## src/rtl/spim_pkg.sv

```systemverilog
// Package: shared constants and state types for the SPI master block.
// Assumes a 32-bit data bus with word-aligned register offsets.
package spim_pkg;
    // Word index (byte offset / 4) of each register in the window
    localparam int IDX_CTL0  = 0;
    localparam int IDX_CTL1  = 1;
    localparam int IDX_STAT  = 2;
    localparam int IDX_DATA  = 3;
    localparam int IDX_PH0   = 4;
    localparam int IDX_PH1   = 5;
    localparam int IDX_PH2   = 6;
    localparam int IDX_PH3   = 7;
    localparam int IDX_PH4   = 8;

    // Fixed contents of the placeholder words and data reset value
    localparam logic [31:0] PH0_VAL   = 32'h0000_0007;
    localparam logic [31:0] PH1_VAL   = 32'h0000_0000;
    localparam logic [31:0] PH2_VAL   = 32'h0000_0000;
    localparam logic [31:0] PH3_VAL   = 32'h0000_0000;
    localparam logic [31:0] PH4_VAL   = 32'h0000_0002;
    localparam logic [31:0] DATA_RST  = 32'h0000_000C;

    // Status bit positions
    localparam int ST_RXNE = 0;
    localparam int ST_TXE  = 1;
    localparam int ST_FIX  = 3;
    localparam int ST_BUSY = 7;

    typedef enum logic [1:0] {
        BS_IDLE,
        BS_XFER,
        BS_DONE
    } bus_st_t;

    typedef enum logic [1:0] {
        SH_IDLE,
        SH_LOW,
        SH_HIGH,
        SH_FIN
    } sh_st_t;
endpackage

```

## src/rtl/spim_tick.sv

```systemverilog
// Module: spim_tick
// Emits a one-cycle tick every DIV clocks while enabled, marking each
// SPI clock half-period. Restarts from zero whenever the enable drops.
module spim_tick #(
    parameter int DIV = 2
) (
    input  logic clk,
    input  logic rst_n,
    input  logic en,
    output logic tick
);
    localparam int CW = (DIV > 1) ? $clog2(DIV) : 1;

    logic [CW-1:0] cnt;

    assign tick = en && (cnt == CW'(DIV - 1));

    // Count system clocks within one half-period of the SPI clock
    always_ff @(posedge clk) begin
        if (!rst_n || !en) begin
            cnt <= '0;
        end else if (tick) begin
            cnt <= '0;
        end else begin
            cnt <= cnt + 1'b1;
        end
    end
endmodule

```

## src/rtl/spim_shifter.sv

```systemverilog
// Module: spim_shifter
// Mode-0 SPI shift engine for one FRAME_W-bit frame, MSB first. It
// samples MISO on the rising edge and shifts on the falling edge. Chip
// select stays low one cycle past the last falling edge. `start` is
// honoured only while idle. `done` pulses once, with `rx` valid from
// that cycle until the next start.
module spim_shifter
    import spim_pkg::*;
#(
    parameter int FRAME_W = 8,
    parameter int DIV     = 2
) (
    input  logic               clk,
    input  logic               rst_n,
    input  logic               start,
    input  logic [FRAME_W-1:0] tx,
    input  logic               miso,
    output logic               sclk,
    output logic               mosi,
    output logic               cs_n,
    output logic               busy,
    output logic               done,
    output logic [FRAME_W-1:0] rx
);
    localparam int BCW = (FRAME_W > 1) ? $clog2(FRAME_W) : 1;

    sh_st_t             st;
    logic [FRAME_W-1:0] sh;
    logic [BCW-1:0]     bit_cnt;
    logic               samp;
    logic               tick;

    assign busy = (st != SH_IDLE);
    assign mosi = sh[FRAME_W-1];
    assign rx   = sh;

    spim_tick #(.DIV(DIV)) u_tick (
        .clk   (clk),
        .rst_n (rst_n),
        .en    (busy),
        .tick  (tick)
    );

    // Frame sequencer: load, toggle the clock on ticks, shift, finish
    always_ff @(posedge clk) begin
        if (!rst_n) begin
            st      <= SH_IDLE;
            sh      <= '0;
            bit_cnt <= '0;
            samp    <= 1'b0;
            sclk    <= 1'b0;
            cs_n    <= 1'b1;
            done    <= 1'b0;
        end else begin
            done <= 1'b0;
            case (st)
                SH_IDLE: begin
                    if (start) begin
                        sh      <= tx;
                        bit_cnt <= '0;
                        cs_n    <= 1'b0;
                        st      <= SH_LOW;
                    end
                end
                SH_LOW: begin
                    if (tick) begin
                        sclk <= 1'b1;
                        samp <= miso;
                        st   <= SH_HIGH;
                    end
                end
                SH_HIGH: begin
                    if (tick) begin
                        sclk <= 1'b0;
                        sh   <= {sh[FRAME_W-2:0], samp};
                        if (bit_cnt == BCW'(FRAME_W - 1)) begin
                            done <= 1'b1;
                            st   <= SH_FIN;
                        end else begin
                            bit_cnt <= bit_cnt + 1'b1;
                            st      <= SH_LOW;
                        end
                    end
                end
                default: begin
                    cs_n <= 1'b1;
                    st   <= SH_IDLE;
                end
            endcase
        end
    end
endmodule

```

## src/rtl/sbus_spi_master.sv

```systemverilog
// Module: sbus_spi_master (top)
// Register window plus bus handshake around the shift engine. Assumes
// a single bus master that holds wr/rd, addr and wdata stable until it
// samples bus_ready high, then drops the request for at least one cycle.
module sbus_spi_master
    import spim_pkg::*;
#(
    parameter int ADDR_W  = 10,
    parameter int DATA_W  = 32,
    parameter int FRAME_W = 8,
    parameter int DIV     = 2
) (
    input  logic              clk,
    input  logic              rst_n,
    input  logic [ADDR_W-1:0] bus_addr,
    input  logic              bus_wr,
    input  logic              bus_rd,
    input  logic [DATA_W-1:0] bus_wdata,
    output logic [DATA_W-1:0] bus_rdata,
    output logic              bus_ready,
    output logic              spi_sclk,
    output logic              spi_mosi,
    input  logic              spi_miso,
    output logic              spi_cs_n
);
    localparam int IW = ADDR_W - 2;

    bus_st_t            bst;
    logic [DATA_W-1:0]  ctl0_q;
    logic [DATA_W-1:0]  ctl1_q;
    logic [DATA_W-1:0]  data_q;
    logic               rxne_q;
    logic               eng_busy;
    logic               eng_done;
    logic               eng_start;
    logic [FRAME_W-1:0] eng_tx;
    logic [FRAME_W-1:0] eng_rx;
    logic [IW-1:0]      widx;
    logic               acc;
    logic               data_hit;
    logic [DATA_W-1:0]  stat_w;

    assign widx     = bus_addr[ADDR_W-1:2];
    assign acc      = bus_wr || bus_rd;
    assign data_hit = (widx == IW'(IDX_DATA));

    // Data accesses wait for the exchange; everything else is zero-wait
    assign bus_ready = !(acc && data_hit) || (bst == BS_DONE);

    assign eng_start = (bst == BS_IDLE) && acc && data_hit;
    assign eng_tx    = bus_wr ? bus_wdata[FRAME_W-1:0] : data_q[FRAME_W-1:0];

    // Status word is assembled live from the engine and the receive flag
    always_comb begin
        stat_w          = '0;
        stat_w[ST_RXNE] = rxne_q;
        stat_w[ST_TXE]  = !eng_busy;
        stat_w[ST_FIX]  = 1'b1;
        stat_w[ST_BUSY] = eng_busy;
    end

    // Read multiplexer over the window; unmapped offsets read zero
    always_comb begin
        case (widx)
            IW'(IDX_CTL0): bus_rdata = ctl0_q;
            IW'(IDX_CTL1): bus_rdata = ctl1_q;
            IW'(IDX_STAT): bus_rdata = stat_w;
            IW'(IDX_DATA): bus_rdata = data_q;
            IW'(IDX_PH0):  bus_rdata = DATA_W'(PH0_VAL);
            IW'(IDX_PH1):  bus_rdata = DATA_W'(PH1_VAL);
            IW'(IDX_PH2):  bus_rdata = DATA_W'(PH2_VAL);
            IW'(IDX_PH3):  bus_rdata = DATA_W'(PH3_VAL);
            IW'(IDX_PH4):  bus_rdata = DATA_W'(PH4_VAL);
            default:       bus_rdata = '0;
        endcase
    end

    // Control words: plain storage written on zero-wait bus writes
    always_ff @(posedge clk) begin
        if (!rst_n) begin
            ctl0_q <= '0;
            ctl1_q <= '0;
        end else if (bus_wr) begin
            if (widx == IW'(IDX_CTL0)) ctl0_q <= bus_wdata;
            if (widx == IW'(IDX_CTL1)) ctl1_q <= bus_wdata;
        end
    end

    // Data-access sequencer: launch, wait for the engine, complete
    always_ff @(posedge clk) begin
        if (!rst_n) begin
            bst    <= BS_IDLE;
            data_q <= DATA_W'(DATA_RST);
            rxne_q <= 1'b0;
        end else begin
            case (bst)
                BS_IDLE: begin
                    if (eng_start) begin
                        if (bus_wr) data_q <= bus_wdata;
                        bst <= BS_XFER;
                    end
                end
                BS_XFER: begin
                    if (eng_done) begin
                        data_q <= DATA_W'(eng_rx);
                        rxne_q <= 1'b1;
                        bst    <= BS_DONE;
                    end
                end
                default: begin
                    if (bus_rd) rxne_q <= 1'b0;
                    bst <= BS_IDLE;
                end
            endcase
        end
    end

    spim_shifter #(.FRAME_W(FRAME_W), .DIV(DIV)) u_shift (
        .clk   (clk),
        .rst_n (rst_n),
        .start (eng_start),
        .tx    (eng_tx),
        .miso  (spi_miso),
        .sclk  (spi_sclk),
        .mosi  (spi_mosi),
        .cs_n  (spi_cs_n),
        .busy  (eng_busy),
        .done  (eng_done),
        .rx    (eng_rx)
    );
endmodule

```

## config.mk

```make
export PLATFORM = sky130hd
export DESIGN_NAME = sbus_spi_master
export DESIGN_NICKNAME = d
export VERILOG_FILES = /design/src/rtl/spim_pkg.sv /design/src/rtl/spim_tick.sv /design/src/rtl/spim_shifter.sv /design/src/rtl/sbus_spi_master.sv
export SDC_FILE = /design/constraint.sdc
export NUM_CORES = 1
export LEC_CHECK = 0
export ABC_AREA = 1
export ABC_CLOCK_PERIOD_IN_PS = 4300
export BUFFER_PORTS_ARGS = -buffer_cell sky130_fd_sc_hd__buf_2
export CORE_MARGIN = 2
export CORE_UTILIZATION = 61
export DETAILED_ROUTE_END_ITERATION = 8
export PLACE_DENSITY = 0.95
export SETUP_SLACK_MARGIN = 0.2
export SYNTH_ARGS = -nofsm -noshare
export SYNTH_HDL_FRONTEND = slang
export SYNTH_SLANG_ARGS = --single-unit
```

## constraint.sdc

```tcl
create_clock -name clk -period 4.3 [get_ports clk]
set_clock_uncertainty 0.15 [all_clocks]
set_input_delay 0.86 -clock clk [delete_from_list [all_inputs] [get_ports clk]]
set_output_delay 0.86 -clock clk [all_outputs]
set_load 0.005 [all_outputs]
```

==> metrics.csv, run 1 <==
stage;metric;value;unit
synthesis;yosysWarnings;0;
placed_design;dp_hpwl;8.81;mm
detailed_routing;post_drt_wl_per_cell;15.3;µm
timing;period_share;78.3;%
clocking;hold_buffers;0;
floorplanning;row_count;34;
pwr;p_seq_share;40.2;%
detailed_routing;vias;5897;
setup_path;cp-start-kind;input pin;
pwr;combPwrFrac;10.5;%
detailed_routing;drc_errors;0;
floorplanning;core-area;0.00881;mm²
setup_path;r2r_cells;5;
synthesis;syn_area_per_cell;6.74;µm²
clocking;cts_tree;done;
floorplanning;initial_core_util;63.5;%
synthesis;netlist_area;0.00559;mm²
setup_path;cpLargestDelayFamily;buffers and inverters;
floorplanning;die_h;99.8;µm
setup_path;crit_fanout;30;
final_layout;fin_util;74.3;%
global_routing;grt_pass1_vias;5471;
setup_path;critPathBufInv;5;
final_layout;n_antenna_cell;0;
global_routing;overflow;0;
floorplanning;die_x;99.8;µm
hold_path;hold_depth;2;
setup_path;slowest_delay;370;ps
setup_path;cp-end-kind;output port;
timing;min_period;3370;ps
global_routing;grt_antenna_before_repair;0;
setup_path;worstPathArrival;2360;ps
floorplanning;die-area;0.00995;mm²
hold_path;hold_end;bst[1]$_SDFFE_PN0P_;
global_routing;grt_max_degree;88;
pwr;p_sw_share;27.4;%
timing;max_freq;297;MHz
timing;fin_setup_tns;0;ps
final_layout;syn_to_final_growth;17.0;%
setup_path;cp.required;3290;ps
clocking;ctsResizeCount;0;
pwr;fin_total_pwr;2830;µW
timing;rsz0062_at_grt;no;
setup_path;cp_cell_sequence;buf_2, nor2_1, nand2_2, inv_2, nand3_2, inv_1, buf_4, nand2_1, o21ai_0, nor2_1, nand2_1, buf_2;
detailed_routing;drt_first_pass_iters;8;
clocking;cts-root-buf;clkbuf_8;
clocking;path_clk_slew;60;ps
timing;max-slew-margin-rel;49.1;%
hold_path;hold_start;u_shift.done$_SDFF_PN0_;
synthesis;netlist-cell-type-count;27;
final_layout;final_cell_mix;211 x nand2_1, 117 x dfxtp_1, 108 x a21oi_1;
clocking;clkLatencyLatePin;510;ps
synthesis;syn_nets;882;
detailed_routing;viasPerCell;5.86;
detailed_routing;drtIter0Drc;706;
floorplanning;ios;83;
placed_design;post-place-ws;983;ps
final_layout;finalInstanceArea;0.00654;mm²
pwr;p_switching;776;µW
placed_design;place_area;0.00596;mm²
detailed_routing;drtAntennaViolNets;0;
synthesis;yosysSeqAreaShare;41.9;%
setup_path;startpoint;bus_addr[7];
placed_design;gpl.final_weighted_congestion;0.851;
clocking;cts_buffers;17;
final_layout;final_common_cell;nand2_1;
pwr;ir_drop;0.000390;V
setup_path;r2r-end;u_shift.rx[4]$_SDFFE_PN0P_;
timing;drv_slew;0;
placed_design;io_buffers;80;
global_routing;grt_use_total;31.5;%
final_layout;layout-drive-gt1-share;15.5;%
global_routing;grt_pass1_wl;25.2;mm
run;maxCapViolations;0;
clocking;htreeDepth;4;
setup_path;worstReg2RegStart;u_shift.st[0]$_SDFFE_PN0P_;
pwr;internal_power;2050;µW
timing;hold_violations;0;
hold_path;hp-class;reg2reg;
clocking;cts_setup_buffers;0;
clocking;clockBufferDepth;2;
pwr;power_density;432;mW/mm²
detailed_routing;totalWireLength;15.4;mm
final_layout;nets;938;
timing;fin_ws;935;ps
synthesis;synth-seq-cells;117;
run_status;status;finished, final reports clean;
setup_path;r2r_slack;1710;ps
synthesis;synthCells;830;
timing;worst_pin_slew;762;ps
final_layout;fillers;649;
timing;setup_viol_count_final;0;
setup_path;criticalPathCategory;in2out;
pwr;pwr-share-clk;49.3;%
pwr;leakage;0.00308;µW
setup_path;worst_path_max_delay_cell;buf_4;
clocking;clock_sinks;117;
[synth_stat cells (all sizes together)]
cell type	instances	area [µm²]
nand2	213	805
dfxtp	117	2340
a21oi	108	541
o21ai	92	460
inv	79	297
nand3	77	395
nor2	61	254
buf	39	211
clkbuf	16	60.1
nand4	9	56.3
ha	5	62.6
nor3	5	36.3
o211ai	5	37.5
a211oi	1	12.5
o21a	1	7.51
o221ai	1	8.76
o22ai	1	6.26
[registers in the layout, indices dropped and copies added, names as in the netlist]
name,count
ctl0_q,32
ctl1_q,32
data_q,32
u_shift.rx,8
u_shift.bit_cnt,3
bst,2
u_shift.st,2
rxne_q,1
u_shift.cs_n,1
u_shift.done,1
u_shift.samp,1
u_shift.sclk,1
u_shift.u_tick.cnt,1
[cell type report]
type                            count  area, µm²  share of cell area [%]
Clock buffer                       17        414                    6.33
Clock inverter                     15        168                    2.56
Inverter                           79        297                    4.53
Multi-Input combinational cell    579       2690                    41.0
Sequential cell                   117       2340                    35.8
Tap cell                          108        135                    2.07
Timing Repair Buffer               92        503                    7.69
[power by group through the flow]
stage / combinational, µW / sequential, µW / clock, µW
final: 297 / 1140 / 1390
after global routing: 329 / 1140 / 1440
after CTS: 291 / 1130 / 1390
after detailed placement: 280 / 1160 / 0
after global placement: 273 / 1160 / 0
after floorplan: 206 / 1150 / 0
[worst min-delay path, delay by kind of cell, from the launching register on]
kind | cells | cell delay [ps]
flip-flops | 1 | 310
buffers and inverters | 1 | 70
AND/OR/NAND/NOR | 1 | 50
[metal layers]
layer	up-vias	track usage [%]	routed length [µm]
met5	-	0	0
met3	69	7.17	1520
li1	2827	-	-
met2	364	51.5	7250
met4	0	14.6	562
met1	2637	39.5	6080
[cells by family after synthesis]
group / share of synthesized area (%)
AOI/OAI and AO/OA: 19.2
buffers and inverters: 10.2
and+or+nand+nor: 27.7
DFF: 41.9
adders and majority gates: 1.12
[worst max-delay path by stage]
stage	slack, ps	cells after the start	to
3_5_place_dp	980	12	bus_rdata[1]
3_3_place_gp	990	12	bus_rdata[1]
2_1_floorplan	1530	7	bus_rdata[12]
4_1_cts	960	12	bus_rdata[1]
5_1_grt	690	12	bus_rdata[1]
6_report	930	12	bus_rdata[1]
[through the flow]
step / hold slack, ps / instances
floorplan: 279 / 830
global placement: 304 / 975
detailed placement: 310 / 975
CTS: 320 / 1007
global route: 348 / 1007
finish: 328 / 1007
(Power assumes the default switching activity.)
==> run 2: changes to the inputs <==
Settings changed: ABC_AREA 1 to 0, ABC_CLOCK_PERIOD_IN_PS 4300 to 3000, CORE_UTILIZATION 61 to 51, PLACE_DENSITY 0.95 to 0.87.
Clock period 4.3 ns to 3 ns, I/O delays scaled along.
==> run 2 against run 1 <==
Synthesized cell count fell by 13%. Sequential power is 39% higher. Cell count down 7.2%. Global-route usage shrank 5.0 points. Die area increased by 18%. Clock power rose by 55%. Register-to-register slack worse by 1100 ps. Combinational power rose by 14%. Count of clock-buffer cells in the layout grew 7. Non-clock buffer count is 10 higher. Sequential cell count did not move. Critical path type unchanged. Largest cell class unchanged.
==> metrics.csv, run 2 <==
stage;metric;value;unit
floorplanning;ios;83;
final_layout;syn_to_final_growth;21.4;%
pwr;p_switching;907;µW
synthesis;syn_nets;774;
detailed_routing;vias;5394;
final_layout;layout-drive-gt1-share;17.5;%
setup_path;crit_fanout;13;
synthesis;yosysWarnings;0;
global_routing;grt_antenna_before_repair;0;
setup_path;worstPathArrival;1960;ps
global_routing;grt_max_degree;75;
pwr;power_density;609;mW/mm²
floorplanning;die_h;108;µm
clocking;clock_sinks;117;
setup_path;cp_cell_sequence;buf_2, buf_4, mux2i_1, nor2_1, a21oi_1, nor2_1, buf_2;
setup_path;cp-start-kind;input pin;
clocking;clockBufferDepth;2;
timing;period_share;90.3;%
hold_path;hp-class;in2reg;
synthesis;synth-seq-cells;117;
detailed_routing;post_drt_wl_per_cell;16.3;µm
synthesis;async_flop_share;0;%
timing;max_freq;369;MHz
floorplanning;core-area;0.0107;mm²
synthesis;yosys.area.top_type;dfxtp_1;
floorplanning;initial_core_util;51.7;%
clocking;cts_tree;done;
synthesis;synth_ff_type;dfxtp_1;
timing;drv_slew;0;
detailed_routing;viasPerCell;5.78;
pwr;internal_power;3180;µW
setup_path;cp.required;2250;ps
placed_design;place_area;0.00605;mm²
synthesis;ys_top_cells_by_count;143 x nand2_1, 117 x dfxtp_1, 72 x a21oi_1;
pwr;combPwrFrac;8.3;%
global_routing;grt_pass1_vias;5095;
final_layout;n_antenna_cell;0;
timing;fin_setup_tns;0;ps
timing;worst_pin_slew;747;ps
run;maxCapViolations;0;
synthesis;synthCells;722;
timing;hold_violations;0;
pwr;ir_drop;0.000268;V
global_routing;grt_use_total;26.5;%
placed_design;dp_hpwl;9.30;mm
setup_path;slowest_delay;330;ps
clocking;cts-root-buf;clkbuf_8;
detailed_routing;drtAntennaViolNets;0;
detailed_routing;drtIter0Drc;455;
setup_path;criticalPathCategory;in2out;
synthesis;syn_area_per_cell;7.66;µm²
floorplanning;die-area;0.0117;mm²
floorplanning;row_count;38;
pwr;p_sw_share;22.2;%
synthesis;yosysMostFrequentCell;nand2_1;
setup_path;r2r_slack;590;ps
detailed_routing;drc_errors;0;
synthesis;synth_top_area_share;42.3;%
clocking;htreeDepth;4;
final_layout;nets;834;
timing;min_period;2710;ps
final_layout;final_cell_mix;143 x nand2_1, 117 x dfxtp_1, 80 x buf_2;
clocking;clkLatencyLatePin;510;ps
timing;max-slew-margin-rel;50.2;%
synthesis;netlist_area;0.00553;mm²
placed_design;io_buffers;80;
clocking;cts_buffers;17;
run_status;status;finished, final reports clean;
setup_path;cpLargestDelayFamily;buffers and inverters;
placed_design;gpl.final_weighted_congestion;0.849;
global_routing;overflow;0;
timing;rsz0062_at_grt;no;
floorplanning;die_x;108;µm
synthesis;synth_edf_count;0;
pwr;pwr-share-clk;52.9;%
setup_path;critPathBufInv;3;
pwr;leakage;0.00261;µW
detailed_routing;totalWireLength;15.2;mm
global_routing;grt_pass1_wl;24.4;mm
setup_path;worst_path_max_delay_cell;buf_2;
pwr;p_seq_share;38.9;%
clocking;path_clk_slew;60;ps
detailed_routing;drt_first_pass_iters;6;
timing;setup_viol_count_final;0;
setup_path;cp-end-kind;output port;
synthesis;synth.area.top_cells;dfxtp_1 42%, nand2_1 9.7%, mux2i_1 8.0%, a21oi_1 6.5%, nor2_1 4.5%;
synthesis;yosysSeqAreaShare;42.3;%
final_layout;top_regs;ctl0_q x32, ctl1_q x32, data_q x32;
synthesis;netlist-cell-type-count;49;
final_layout;final_common_cell;nand2_1;
final_layout;finalInstanceArea;0.00671;mm²
-- run 2: cell count changes after synthesis, sizes merged, moves of 5 or more --
cell / change
inv: -75
nand2: -70
mux2i: +44
a21oi: -36
nand3: -35
o21ai: -26
or3: +25
clkbuf: +22
buf: -16
o221ai: +7
a211oi: +5
nor2: +5
-- run 2: area by class of cell --
| class | count | area (µm²) |
|---|---|---|
| fill | 893 | 3980 |
| multi-input combinational | 539 | 2950 |
| sequential | 117 | 2340 |
| timing repair buffer | 102 | 591 |
| clock buffer | 24 | 500 |
| tap | 140 | 175 |
| clock inverter | 7 | 141 |
| inverter | 5 | 18.8 |
-- run 2: what timing repair did --
action	in CTS	in global routing
gates resized for setup	1	3
hold buffers	0	0
buffers inserted	0	0
pin swaps	0	0
setup endpoints to repair	1	1
-- run 2: cells by family after synthesis --
family / Yosys count / share of synthesized area (%)
AND/OR/NAND/NOR: 317 / 26.0
AO/OA/AOI/OAI: 171 / 17.3
flip-flops: 117 / 42.3
buffers and inverters: 66 / 4.80
multiplexers: 46 / 8.37
adder cells (fa/ha/maj): 5 / 1.13
-- run 2: power groups by stage --
stage	Sequential [µW]	Combinational, µW	Clock [µW]
floorplan	1620	196	0
global placement	1620	302	0
detailed placement	1620	306	0
CTS	1590	317	2180
global route	1590	367	2240
finish	1590	338	2160
-- run 2: stage by stage --
step	setup WS [ps]	power [µW]	cells	utilization [%]	hold WS (ps)
2_1_floorplan	485	1820	722	-	279
3_3_place_gp	378	1920	903	56.6	286
3_5_place_dp	365	1930	903	56.6	290
4_1_cts	255	4080	934	62.6	170
5_1_grt	214	4200	934	62.8	190
6_report	290	4090	934	62.8	186
-- run 2: worst register-to-register path, stage by stage, from the launching register on --
cell and delay (ps):
dfxtp_1 380, inv_1 120, ha_1 330, nor4b_1 450
nand4_1 460, nand2_1 270, a311oi_1 110
-- run 2: layer usage --
| metal | share of wire (%) | wire [µm] | GRT usage [%] | up-vias |
|---|---|---|---|---|
| li1 | - | - | - | 2633 |
| met1 | 42 | 6340 | 34.8 | 2474 |
| met2 | 47 | 7200 | 42.8 | 261 |
| met3 | 9.1 | 1390 | 5.24 | 26 |
| met4 | 1.7 | 262 | 10.6 | 0 |
| met5 | 0 | 0 | 0 | - |
-- run 2: final timing paths --
kind | start | endpoint | depth (start not counted)
worst max register to register | u_shift.st[0]$_SDFFE_PN0P_ | u_shift.bit_cnt[1]$_SDFFE_PN0P_ | 6
worst min register to register | ctl0_q[2]$_SDFFE_PN0P_ | ctl0_q[2]$_SDFFE_PN0P_ | 2
worst min-delay path | bus_wdata[24] | ctl0_q[24]$_SDFFE_PN0P_ | 3
worst max-delay path | bus_addr[2] | bus_rdata[5] | 7
